==> config.mk <==
export PLATFORM = sky130hd
export DESIGN_NAME = rtc_bcd_core
export DESIGN_NICKNAME = d
export VERILOG_FILES = /design/src/rtl/rtc_pkg.sv /design/src/rtl/rtc_tick_div.sv /design/src/rtl/rtc_cal_step.sv /design/src/rtl/rtc_reg_if.sv /design/src/rtl/rtc_bcd_core.sv
export SDC_FILE = /design/constraint.sdc
export NUM_CORES = 1
export LEC_CHECK = 0
export BUFFER_PORTS_ARGS = -buffer_cell sky130_fd_sc_hd__buf_2
export CORE_MARGIN = 8
export CORE_UTILIZATION = 36
export CTS_BUF_LIST = sky130_fd_sc_hd__clkbuf_16
export DETAILED_ROUTE_END_ITERATION = 8
export MAX_ROUTING_LAYER = met4
export PLACE_DENSITY = 0.65
export SYNTH_ARGS = -nofsm -noshare
export SYNTH_HDL_FRONTEND = slang
export SYNTH_SLANG_ARGS = --single-unit
export TNS_END_PERCENT = 20
==> constraint.sdc <==
create_clock -name clk -period 3.33 [get_ports clk]
set_clock_uncertainty 0.1 [all_clocks]
set_input_delay 0.4995 -clock clk [delete_from_list [all_inputs] [get_ports clk]]
set_output_delay 0.4995 -clock clk [all_outputs]
set_load 0.02 [all_outputs]
==> src/rtl/rtc_pkg.sv <==
package rtc_pkg;

  typedef struct packed {
    logic [6:0] sec;
    logic [6:0] min;
    logic [5:0] hour;
    logic [5:0] day;
    logic [2:0] wday;
    logic [4:0] mon;
    logic [7:0] year;
  } rtc_time_t;

  // Register map (decoded by software)
  localparam int CTRL_ADDR      = 0;
  localparam int TIME_BASE_ADDR = 4;
  localparam int NUM_TIME_REGS  = 7;

  // Field index within the time register window
  localparam int IDX_SEC  = 0;
  localparam int IDX_MIN  = 1;
  localparam int IDX_HOUR = 2;
  localparam int IDX_DAY  = 3;
  localparam int IDX_WDAY = 4;
  localparam int IDX_MON  = 5;
  localparam int IDX_YEAR = 6;

  // Bit positions
  localparam int STOP_BIT = 5;
  localparam int FMT_BIT  = 1;
  localparam int OSF_BIT  = 7;
  localparam int PM_BIT   = 5;

  // Increment a two-digit packed BCD value (no wrap of the tens digit)
  function automatic logic [7:0] bcd_inc(input logic [7:0] v);
    logic [7:0] r;
    if (v[3:0] >= 4'd9) begin
      r[3:0] = 4'd0;
      r[7:4] = v[7:4] + 4'd1;
    end else begin
      r[3:0] = v[3:0] + 4'd1;
      r[7:4] = v[7:4];
    end
    return r;
  endfunction

  // Year (BCD) is a multiple of four
  function automatic logic year_is_leap(input logic [7:0] y);
    logic [7:0] b;
    b = ({4'd0, y[7:4]} * 8'd10) + {4'd0, y[3:0]};
    return (b & 8'd3) == 8'd0;
  endfunction

  // Last day (BCD) of a BCD month
  function automatic logic [5:0] month_last_day(input logic [4:0] m, input logic [7:0] y);
    logic [5:0] r;
    case (m)
      5'h02:                      r = year_is_leap(y) ? 6'h29 : 6'h28;
      5'h04, 5'h06, 5'h09, 5'h11: r = 6'h30;
      default:                    r = 6'h31;
    endcase
    return r;
  endfunction

endpackage

==> src/rtl/rtc_tick_div.sv <==
module rtc_tick_div #(
  parameter int TICKS_PER_SEC = 4,
  localparam int CNT_W = (TICKS_PER_SEC > 1) ? $clog2(TICKS_PER_SEC) : 1
) (
  input  logic             clk,
  input  logic             rst,
  input  logic             tick_i,
  input  logic             run_i,
  input  logic             clear_i,
  output logic             sec_pulse_o,
  output logic [CNT_W-1:0] count_o
);

  generate
    if (TICKS_PER_SEC > 1) begin : g_div
      localparam logic [CNT_W-1:0] LAST = CNT_W'(TICKS_PER_SEC - 1);
      logic [CNT_W-1:0] cnt_q;

      always_ff @(posedge clk) begin
        if (rst || clear_i) begin
          cnt_q <= '0;
        end else if (tick_i && run_i) begin
          cnt_q <= (cnt_q == LAST) ? '0 : cnt_q + CNT_W'(1);
        end
      end

      assign sec_pulse_o = tick_i && run_i && !clear_i && (cnt_q == LAST);
      assign count_o     = cnt_q;
    end else begin : g_direct
      assign sec_pulse_o = tick_i && run_i && !clear_i;
      assign count_o     = '0;
    end
  endgenerate

endmodule

==> src/rtl/rtc_cal_step.sv <==
module rtc_cal_step
  import rtc_pkg::*;
(
  input  rtc_time_t cur_i,
  input  logic      mode12_i,
  output rtc_time_t nxt_o,
  output logic      day_roll_o
);

  logic [7:0] inc_sec, inc_min, inc_h24, inc_h12, inc_day, inc_mon, inc_year;
  logic [5:0] last_day;
  logic       min_c, hour_c, day_c, mon_c, year_c;
  logic       pm;

  assign inc_sec  = bcd_inc({1'b0, cur_i.sec});
  assign inc_min  = bcd_inc({1'b0, cur_i.min});
  assign inc_h24  = bcd_inc({2'b0, cur_i.hour});
  assign inc_h12  = bcd_inc({3'b0, cur_i.hour[4:0]});
  assign inc_day  = bcd_inc({2'b0, cur_i.day});
  assign inc_mon  = bcd_inc({3'b0, cur_i.mon});
  assign inc_year = bcd_inc(cur_i.year);
  assign last_day = month_last_day(cur_i.mon, cur_i.year);
  assign pm       = cur_i.hour[PM_BIT];

  always_comb begin
    nxt_o  = cur_i;
    min_c  = 1'b0;
    hour_c = 1'b0;
    day_c  = 1'b0;
    mon_c  = 1'b0;
    year_c = 1'b0;

    // seconds
    if (cur_i.sec >= 7'h59) begin
      nxt_o.sec = 7'h00;
      min_c     = 1'b1;
    end else begin
      nxt_o.sec = 7'(inc_sec);
    end

    // minutes
    if (min_c) begin
      if (cur_i.min >= 7'h59) begin
        nxt_o.min = 7'h00;
        hour_c    = 1'b1;
      end else begin
        nxt_o.min = 7'(inc_min);
      end
    end

    // hours
    if (hour_c) begin
      if (mode12_i) begin
        if (cur_i.hour[4:0] == 5'h11) begin
          nxt_o.hour = {~pm, 5'h12};
          day_c      = pm;
        end else if (cur_i.hour[4:0] >= 5'h12) begin
          nxt_o.hour = {pm, 5'h01};
        end else begin
          nxt_o.hour = {pm, 5'(inc_h12)};
        end
      end else begin
        if (cur_i.hour >= 6'h23) begin
          nxt_o.hour = 6'h00;
          day_c      = 1'b1;
        end else begin
          nxt_o.hour = 6'(inc_h24);
        end
      end
    end

    // day and weekday
    if (day_c) begin
      nxt_o.wday = (cur_i.wday >= 3'd6) ? 3'd0 : cur_i.wday + 3'd1;
      if (cur_i.day >= last_day) begin
        nxt_o.day = 6'h01;
        mon_c     = 1'b1;
      end else begin
        nxt_o.day = 6'(inc_day);
      end
    end

    // month
    if (mon_c) begin
      if (cur_i.mon >= 5'h12) begin
        nxt_o.mon = 5'h01;
        year_c    = 1'b1;
      end else begin
        nxt_o.mon = 5'(inc_mon);
      end
    end

    // year
    if (year_c) begin
      nxt_o.year = (cur_i.year >= 8'h99) ? 8'h00 : inc_year;
    end
  end

  assign day_roll_o = day_c;

endmodule

==> src/rtl/rtc_reg_if.sv <==
module rtc_reg_if
  import rtc_pkg::*;
#(
  parameter int ADDR_W = 8
) (
  input  logic                     wr_en_i,
  input  logic [ADDR_W-1:0]        addr_i,
  input  logic                     stop_i,
  input  logic                     mode12_i,
  input  logic                     osf_i,
  input  rtc_time_t                tm_i,
  output logic                     ctrl_we_o,
  output logic [NUM_TIME_REGS-1:0] fld_we_o,
  output logic [7:0]               rd_data_o
);

  localparam logic [ADDR_W-1:0] CTRL_A = ADDR_W'(CTRL_ADDR);
  localparam logic [ADDR_W-1:0] BASE_A = ADDR_W'(TIME_BASE_ADDR);
  localparam logic [ADDR_W-1:0] NUM_A  = ADDR_W'(NUM_TIME_REGS);

  logic [7:0]        rd_vals [NUM_TIME_REGS];
  logic [7:0]        ctrl_byte;
  logic [ADDR_W-1:0] offs;
  logic              in_window;

  assign ctrl_we_o = wr_en_i && (addr_i == CTRL_A);
  assign offs      = addr_i - BASE_A;
  assign in_window = (addr_i >= BASE_A) && (offs < NUM_A);

  genvar gi;
  generate
    for (gi = 0; gi < NUM_TIME_REGS; gi++) begin : g_we
      assign fld_we_o[gi] = wr_en_i && (addr_i == ADDR_W'(TIME_BASE_ADDR + gi));
    end
  endgenerate

  always_comb begin
    ctrl_byte           = 8'h00;
    ctrl_byte[STOP_BIT] = stop_i;
    ctrl_byte[FMT_BIT]  = mode12_i;
  end

  assign rd_vals[IDX_SEC]  = {osf_i, tm_i.sec};
  assign rd_vals[IDX_MIN]  = {1'b0, tm_i.min};
  assign rd_vals[IDX_HOUR] = {2'b0, tm_i.hour};
  assign rd_vals[IDX_DAY]  = {2'b0, tm_i.day};
  assign rd_vals[IDX_WDAY] = {5'b0, tm_i.wday};
  assign rd_vals[IDX_MON]  = {3'b0, tm_i.mon};
  assign rd_vals[IDX_YEAR] = tm_i.year;

  always_comb begin
    rd_data_o = 8'h00;
    if (addr_i == CTRL_A) begin
      rd_data_o = ctrl_byte;
    end else if (in_window) begin
      rd_data_o = rd_vals[offs[2:0]];
    end
  end

endmodule

==> src/rtl/rtc_bcd_core.sv <==
module rtc_bcd_core
  import rtc_pkg::*;
#(
  parameter int ADDR_W        = 8,
  parameter int TICKS_PER_SEC = 4,
  localparam int CNT_W = (TICKS_PER_SEC > 1) ? $clog2(TICKS_PER_SEC) : 1
) (
  input  logic              clk,
  input  logic              rst,
  input  logic              tick_i,
  input  logic [ADDR_W-1:0] addr_i,
  input  logic              wr_en_i,
  input  logic [7:0]        wr_data_i,
  output logic [7:0]        rd_data_o
);

  logic                     stop_q, mode12_q, osf_q;
  rtc_time_t                tm_q, tm_d, tm_nxt;
  logic                     ctrl_we, sec_pulse, day_roll;
  logic [NUM_TIME_REGS-1:0] fld_we;
  logic [CNT_W-1:0]         presc_cnt;

  rtc_reg_if #(.ADDR_W(ADDR_W)) u_regs (
    .wr_en_i   (wr_en_i),
    .addr_i    (addr_i),
    .stop_i    (stop_q),
    .mode12_i  (mode12_q),
    .osf_i     (osf_q),
    .tm_i      (tm_q),
    .ctrl_we_o (ctrl_we),
    .fld_we_o  (fld_we),
    .rd_data_o (rd_data_o)
  );

  rtc_tick_div #(.TICKS_PER_SEC(TICKS_PER_SEC)) u_div (
    .clk         (clk),
    .rst         (rst),
    .tick_i      (tick_i),
    .run_i       (!stop_q),
    .clear_i     (ctrl_we),
    .sec_pulse_o (sec_pulse),
    .count_o     (presc_cnt)
  );

  rtc_cal_step u_step (
    .cur_i      (tm_q),
    .mode12_i   (mode12_q),
    .nxt_o      (tm_nxt),
    .day_roll_o (day_roll)
  );

  // Merge: advanced values, then per-field software writes take priority
  always_comb begin
    tm_d = sec_pulse ? tm_nxt : tm_q;
    if (fld_we[IDX_SEC])  tm_d.sec  = wr_data_i[6:0];
    if (fld_we[IDX_MIN])  tm_d.min  = wr_data_i[6:0];
    if (fld_we[IDX_HOUR]) tm_d.hour = wr_data_i[5:0];
    if (fld_we[IDX_DAY])  tm_d.day  = wr_data_i[5:0];
    if (fld_we[IDX_WDAY]) tm_d.wday = wr_data_i[2:0];
    if (fld_we[IDX_MON])  tm_d.mon  = wr_data_i[4:0];
    if (fld_we[IDX_YEAR]) tm_d.year = wr_data_i;
  end

  always_ff @(posedge clk) begin
    if (rst) begin
      stop_q   <= 1'b0;
      mode12_q <= 1'b0;
      osf_q    <= 1'b1;
      tm_q     <= '{sec: 7'h00, min: 7'h00, hour: 6'h00, day: 6'h01,
                    wday: 3'd0, mon: 5'h01, year: 8'h00};
    end else begin
      if (ctrl_we) begin
        stop_q   <= wr_data_i[STOP_BIT];
        mode12_q <= wr_data_i[FMT_BIT];
      end
      if (fld_we[IDX_SEC]) begin
        osf_q <= wr_data_i[OSF_BIT];
      end
      tm_q <= tm_d;
    end
  end

endmodule

# == Word-level counts from Yosys, hierarchy flattened ==
# Cells that the tools add are included.
# classes
n_addsub,17
mul,1
order_cmp,17
n_eq_ne,16
mux,49
n_bitwise,2
n_reduce_logical,50
# op_table
operator,n
8-bit 2-to-1 mux,8
6-bit 2-to-1 mux,9
7-bit 2-to-1 mux,7
42-bit 2-to-1 mux,1
8-bit by 3-bit equality test with 1-bit output (second input constant),4
5-bit 2-to-1 mux,6
4-bit by 1-bit adder with 4-bit output (second input constant),7
4-bit greater-or-equal comparator (second input constant),7
2-bit nonzero test,13
8-bit binary-select mux with 3-bit select,1
8-bit by 4-bit equality test with 1-bit output (second input constant),3
8-bit logical NOT,2
3-bit nonzero test,5
7-bit greater-or-equal comparator (second input constant),2
2-bit AND reduction,7
1-bit logical AND,12
1-bit 2-to-1 mux,12
6-bit one-hot mux with 2 select lines,1
3-bit AND reduction,4
5-bit by 3-bit equality test with 1-bit output (second input constant),2
5-bit equality test (second input constant),2
5-bit greater-or-equal comparator (second input constant),2
3-bit by 1-bit adder with 3-bit output (second input constant),3
9-bit 2-to-1 mux,1
other kinds (25),31
# totals
ff_bits,47
input_bits,20
out_inout_bits,8
word_cells,170

# == Depth between registers and ports, before layout ==
# Gate-level depths: netlist of run 1.
# logic_depth
depth_word,12
depth_mapped,12
ltp_nobuf,12

# == Hierarchy ==
# From an unflattened synthesis of run 1, not the netlist that was laid out.
# hier_totals
hier_cells,541
hier_area_um2,4683.2
# by_module_without_submodules
mod,n_inst,cells_each,area_each_um2,seq_area_each_um2
rtc_bcd_core,1,198,2092.0,900.9
rtc_cal_step,1,254,1825.5,0.0
rtc_reg_if,1,78,650.6,0.0
rtc_tick_div,1,11,115.1,40.0

# == Worst setup path before layout of run 1 ==
# No wires, ideal clock.
# synth_path
kind,input -> output
from,in addr_i[2]
to,out rd_data_o[1]
t_arrival_ns,2.616
required_ns,2.730
path_slack_ns,0.115
cell_stages,9
path_buffers,3
cell_sequence,clkbuf_1 -> inv_1 -> clkbuf_1 -> ha_1 -> or4b_4 -> nor4_1 -> or3_1 -> clkbuf_2 -> o21ai_0
# synth_via
elab_chain_len,7
elab_cells_between_ends,11
cone_classes,add/sub: 1; order compare: 2; mux: 5; bitwise: 1; reduce/logical: 2
# synth_rtl
item,line_no,text
from (decl),rtc_bcd_core.sv:11,"input logic [ADDR_W-1:0] addr_i,"
"parallel branches: the longest is 6 deep, another holds 8-bit by 3-bit subtractor with 8-bit output",-,
8-bit 2-to-1 mux *,rtc_reg_if.sv:53,if (addr_i == CTRL_A) begin
to (decl),rtc_bcd_core.sv:14,output logic [7:0] rd_data_o
# Mark *: on every way between the ends. The select of a mux whose other input is x is not followed.

# == Worst setup path after layout of run 1 ==
# Same ends and word-level chain as after synthesis.

==> results of run 1 <==
==> final timing paths <==
| check | startpoint | end | slack, ns |
|---|---|---|---|
| max | addr_i[2] | rd_data_o[1] | 0.16 |
| min | wr_data_i[7] | osf_q | 0.34 |
| max reg2reg | tm_q[8] | tm_q[1] | 0.26 |
| min reg2reg | osf_q | osf_q | 0.37 |
==> routing by layer <==
| metal | vias to the layer above | routed length, um | GRT usage, % |
|---|---|---|---|
| li1 | 1911 | - | - |
| met1 | 1915 | 5600 | 21.9 |
| met2 | 126 | 6000 | 28.6 |
| met3 | 22 | 609 | 2.47 |
| met4 | 0 | 333 | 6.47 |
| met5 | - | 0 | - |
==> cell type report <==
type                    count  area (um2)
flip-flops and latches     47         941
multi-input cells         395        2960
well taps                 143         179
fillers                  1163        6730
clock buffers               5         125
inverters                  28         105
repair buffers             40         233
clock inverters             3        47.5
==> metrics by stage <==
step	hold WS (ns)	instance area, um2	utilization (%)	instances
global placement	0.351	4410	39.0	653
detailed placement	0.361	4410	39.0	653
floorplan	0.332	4120	-	495
finish	0.344	4590	40.6	661
global route	0.369	4590	40.6	661
CTS	0.346	4580	40.5	661
==> report_power, final <==
part | internal (mW) | switching [mW]
combinational | 0.0364 | 0.0716
sequential | 0.566 | 0.00575
clock | 0.359 | 0.247
==> cell usage after synthesis, drive strengths merged, types with 3 or more instances <==
library cell  number  area share, %
or4b               3            1.0
nor4b              3           0.64
a222oi             3           0.73
a221oi             5            1.2
nor2              52            5.2
o32ai              3           0.64
or3b               3           0.64
nand2             38            3.8
clkbuf            15            1.4
a311oi             4            1.0
o31a               3           0.64
and4               4           0.85
and2               3           0.46
mux4               6            3.3
a22oi              3           0.88
buf               10            1.6
mux2i              8            1.9
ha                39             12
nand3             22            2.7
o31ai              9            2.5
xor2               5            1.1
o211ai             7            1.3
nand4b             4           0.85
or3                4           0.61
nor2b              3           0.46
and3               5           0.76
a31oi             15            2.6
o21ai             28            3.7
dfxtp             47             23
inv               27            2.5
nand4              5           0.91
o311a              3           0.73
nor3              22            2.9
a21oi             29            3.7
a21o               3           0.55
nor4               4           0.61
o21a               4           0.73
a211oi            10            2.1
o211a              4           0.97
==> state kept, by name, indices dropped and copies added, names as in the netlist <==
register / cells
mode12_q: 1
osf_q: 1
stop_q: 1
tm_q: 42
u_div.count_o: 2
==> critical path: cells and delay by family <==
kind,cells,cell delay (ns)
AO/OA/AOI/OAI,1,0.15
adder cells (fa/ha/maj),1,0.15
buffers and inverters,3,0.49
AND/OR/NAND/NOR,3,1.28
==> cell usage in the layout, fill, tap and decap left out, types with 4 or more instances in the layout <==
cell and instances:
nor4_1 4, buf_4 13, and4_1 4, buf_2 27, o211a_1 4, ha_1 39
mux2i_1 8, clkbuf_16 5, mux4_2 6, o211ai_1 7, a221oi_1 4, and3_1 5
nand4b_1 4, a31oi_1 14, o21ai_0 24, a21oi_1 27, or3_1 4, nor2_1 48
nor3_1 21, nand3_1 22, nand2_1 36, o21a_1 4, dfxtp_1 47, inv_1 27
a211oi_1 9, o31ai_1 5, nand4_1 4, xor2_1 5
==> cell families (layout without fill, tap and decap cells) <==
group | Yosys count | after routing | synth area share, %
DFF | 47 | 47 | 22.8
buffers and inverters | 53 | 76 | 5.55
xor gates and xnor gates | 7 | 7 | 1.49
AOI/OAI and AO/OA | 148 | 148 | 27.9
adders and majority gates | 39 | 39 | 11.8
muxes | 15 | 15 | 5.58
and+or+nand+nor | 186 | 186 | 24.8
==> impl_metrics.csv, run 1 <==
group,metric,value,unit
synth,synth-async-reset-ratio,0,%
grt,overflow,0,
worst_setup_path,cp-start-kind,"input pin",
synth,yosysUniqueCellTypes,83,
floorplanning,start_util,36.4,%
worst_setup_path,cp.required,2.73,ns
run,cap_violations,0,
route,vias,3974,
cts,worstSkewPairLatency,0.29,ns
route,final_antenna_net_count,0,
outcome,status,"completed",
worst_setup_path,critical_path_class,"input pin to output pin",
worst_setup_path,cpMaxStageDelayCell,"or4b_4",
final_layout,drive_gt1_share,16.6,%
place,dp_hpwl,9290,um
synth,synthFlopType,"dfxtp_1",
cts,cts_tree,"built",
timing,finalCriticalPeriod,3.17,ns
worst_setup_path,path_cells,"buf_2, inv_1, ha_1, or4b_4, nor4_1, or3_1, o21ai_0, buf_2",
power_and_ir_drop,power,1.29,mW
floorplanning,pin_count,28,
hold_path,holdCritPathClass,"input pin to flip-flop",
synth,synth_edf_count,0,
place,dp_slack,0.175,ns
cts,clock-sinks,47,
synth,yosysWarnings,0,
floorplanning,coreArea,0.0113,mm2
timing,setup_slack,0.162,ns
floorplanning,dieArea,0.0151,mm2
grt,track_usage,17.6,%
cts,cts_made_buffers,5,
timing,worstMarginPinSlew,0.663,ns
route,drc,0,
power_and_ir_drop,power_density,280,mW/mm2
grt,grt_pass1_wl,20700,um
worst_setup_path,setup.worst_path.end_class,"output pin",
worst_setup_path,r2r_cells,12,
synth,ys_ff_latch,47,
worst_setup_path,worstPathArrival,2.57,ns
place,numPortBuffers,27,
worst_setup_path,cp_max_fo,10,
timing,rsz0062_at_grt,"false",
grt,grt_pass1_vias,3909,
synth,syn_avg_cell_area,8.33,um2
worst_setup_path,slowest_delay,0.50,ns
timing,fmaxAchievable,0.316,GHz
route,drt_pass1_iterations,7,
worst_setup_path,crit_top_cell,"buf_2",
timing,fin_setup_tns,0,ns
route,wl_per_cell,19.0,um
cts,h-tree-depth,2,
cts,ctsResizeCount,0,
floorplanning,fp.dieH,123,um
final_layout,layout-area-overhead-vs-synth,11.3,%
floorplanning,fp.dieW,123,um
final_layout,final_nets,576,
timing,slew-limit-headroom,55.5,%
cts,clockBufferDepth,2,
grt,grt_max_degree,41,
synth,syn_area,0.00412,mm2
timing,fin_crit_sh,95.1,%
final_layout,antenna_cells,0,
route,viasPerCell,6.01,
timing,hold_viol,0,
cts,hold_buffers,0,
floorplanning,num_rows,39,
cts,root_buffer,"clkbuf_16",
synth,ys_seq_area_share,22.8,%
power_and_ir_drop,leakagePower,1.84,nW
grt,antenna_found_initial,0,
route,wl,12500,um
synth,syn-num-nets,554,
cts,postCtsSetupBuffers,0,
timing,setup_viol,0,
synth,synthCells,495,
route,drtIter0Drc,256,
timing,drv_slew,0,
place,place_congestion,0.947,
cts,clk_pin_slew,0.07,ns
power_and_ir_drop,irDropWorstVdd,0.209,mV
hold_path,whs_path_depth,3,
No activity file was read; power rests on OpenSTA's default activity.
==> run 2, diff against run 1 <==
--- a/config.mk
+++ b/config.mk
@@ -7,11 +7,11 @@
 export LEC_CHECK = 0
 export BUFFER_PORTS_ARGS = -buffer_cell sky130_fd_sc_hd__buf_2
 export CORE_MARGIN = 8
-export CORE_UTILIZATION = 36
+export CORE_UTILIZATION = 45
 export CTS_BUF_LIST = sky130_fd_sc_hd__clkbuf_16
 export DETAILED_ROUTE_END_ITERATION = 8
 export MAX_ROUTING_LAYER = met4
-export PLACE_DENSITY = 0.65
+export PLACE_DENSITY = 0.76
 export SYNTH_ARGS = -nofsm -noshare
 export SYNTH_HDL_FRONTEND = slang
 export SYNTH_SLANG_ARGS = --single-unit
==> impl_metrics.csv, run 2 (same netlist as run 1, synthesis figures left out) <==
group,metric,value,unit
outcome,status,"completed",
cts,h-tree-depth,2,
grt,busiest_layer,"met2",
timing,slew-limit-headroom,56.7,%
final_layout,final_area,0.00450,mm2
timing,rsz0062_at_grt,"false",
timing,drv_slew,0,
grt,overflow,0,
worst_setup_path,cp-start-kind,"input pin",
final_layout,fillers,858,
worst_setup_path,cp.required,2.73,ns
worst_setup_path,setup.worst_path.end_class,"output pin",
hold_path,holdCritPathClass,"input pin to flip-flop",
cts,clk_pin_slew,0.06,ns
final_layout,layout_commonest_cell,"nor2_1",
final_layout,layout-area-overhead-vs-synth,9.04,%
place,numPortBuffers,27,
timing,fin_hold_ws,0.374,ns
cts,hold_buffers,0,
place,dp_slack,0.0991,ns
floorplanning,num_rows,35,
route,vias,4093,
power_and_ir_drop,power,1.17,mW
timing,fin_crit_sh,95.6,%
worst_setup_path,r2r_cells,12,
floorplanning,pin_count,28,
timing,fin_setup_tns,0,ns
route,drc,0,
cts,root_buffer,"clkbuf_16",
worst_setup_path,cp_max_fo,10,
place,place_congestion,1.02,
grt,track_usage,20.4,%
cts,clock-sinks,47,
floorplanning,dieArea,0.0125,mm2
final_layout,final_core_util,49.6,%
cts,cts_made_buffers,5,
place,dp_hpwl,9090,um
worst_setup_path,critical_path_class,"input pin to output pin",
timing,finalCriticalPeriod,3.18,ns
timing,hold_viol,0,
route,drtIter0Drc,432,
floorplanning,fp.dieW,112,um
final_layout,antenna_cells,0,
grt,grtUsageMet3,3.35,%
hold_path,whs_path_depth,3,
grt,grt_pass1_vias,3989,
cts,postCtsSetupBuffers,0,
power_and_ir_drop,irDropWorstVdd,0.168,mV
grt,grt_max_degree,41,
power_and_ir_drop,power_density,261,mW/mm2
cts,worstSkewPairLatency,0.29,ns
final_layout,final_nets,574,
worst_setup_path,worstPathArrival,2.59,ns
floorplanning,start_util,45.5,%
final_layout,drive_gt1_share,15.9,%
final_layout,final_cell_mix,"48 x nor2_1, 47 x dfxtp_1, 39 x ha_1",
timing,setup_slack,0.145,ns
place,dp_cells,619,
final_layout,regMostFlops,"tm_q",
timing,worstMarginPinSlew,0.644,ns
final_layout,largest_reg_flops,42,
timing,setup_viol,0,
route,final_antenna_net_count,0,
worst_setup_path,r2r_slack,0.23,ns
route,wl,12300,um
grt,antenna_found_initial,0,
floorplanning,fp.dieH,112,um
cts,clockBufferDepth,2,
timing,fmaxAchievable,0.314,GHz
route,wl_per_cell,19.6,um
grt,grt_pass1_wl,20400,um
floorplanning,coreArea,0.00906,mm2
place,place_area,0.00436,mm2
route,drt_pass1_iterations,5,
grt,gr-usage-met1,25.7,%
grt,use_met2,32.1,%
route,viasPerCell,6.54,
cts,ctsResizeCount,0,
cts,cts_tree,"built",
power_and_ir_drop,leakagePower,1.81,nW
run,cap_violations,0,
final_layout,final_cells,626,
run 2: changes by cell type in the layout (fill, tap and decap cells not counted), sizes merged:
cell,delta
inv,-1
buf,-2
bufinv,-1
clkinv,+1
run 2: area by class of cell:
| class | instances | area, um2 | area share, % |
|---|---|---|---|
| flip-flops and latches | 47 | 941 | 20.9 |
| multi-input cells | 395 | 2960 | 65.8 |
| clock buffers | 5 | 125 | 2.78 |
| clock inverters | 2 | 8.76 | 0.195 |
| repair buffers | 38 | 218 | 4.84 |
| well taps | 111 | 139 | 3.09 |
| inverters | 28 | 105 | 2.34 |
run 2: worst paths after layout:
path | end | startpoint
setup reg to reg | tm_q[1] | tm_q[8]
hold / removal | osf_q | wr_data_i[7]
setup / recovery | rd_data_o[5] | addr_i[2]
hold reg to reg | osf_q | osf_q
run 2: power by group:
| group | switching (mW) | internal, mW | total (mW) |
|---|---|---|---|
| Combinational | 0.0720 | 0.0357 | 0.108 |
| Sequential | 0.00566 | 0.566 | 0.572 |
| Clock | 0.222 | 0.271 | 0.492 |
run 2: critical path: stages:
cell     delay, ns
buf_2         0.17
inv_1         0.14
ha_1          0.15
or4b_4        0.51
nor4_1        0.37
or3_1         0.41
o21ai_0       0.16
buf_2         0.18
run 2: routing by layer:
| layer | up-vias | wire (um) |
|---|---|---|
| li1 | 1908 | - |
| met1 | 1905 | 5160 |
| met2 | 242 | 5500 |
| met3 | 38 | 1220 |
| met4 | 0 | 408 |
| met5 | - | 0 |
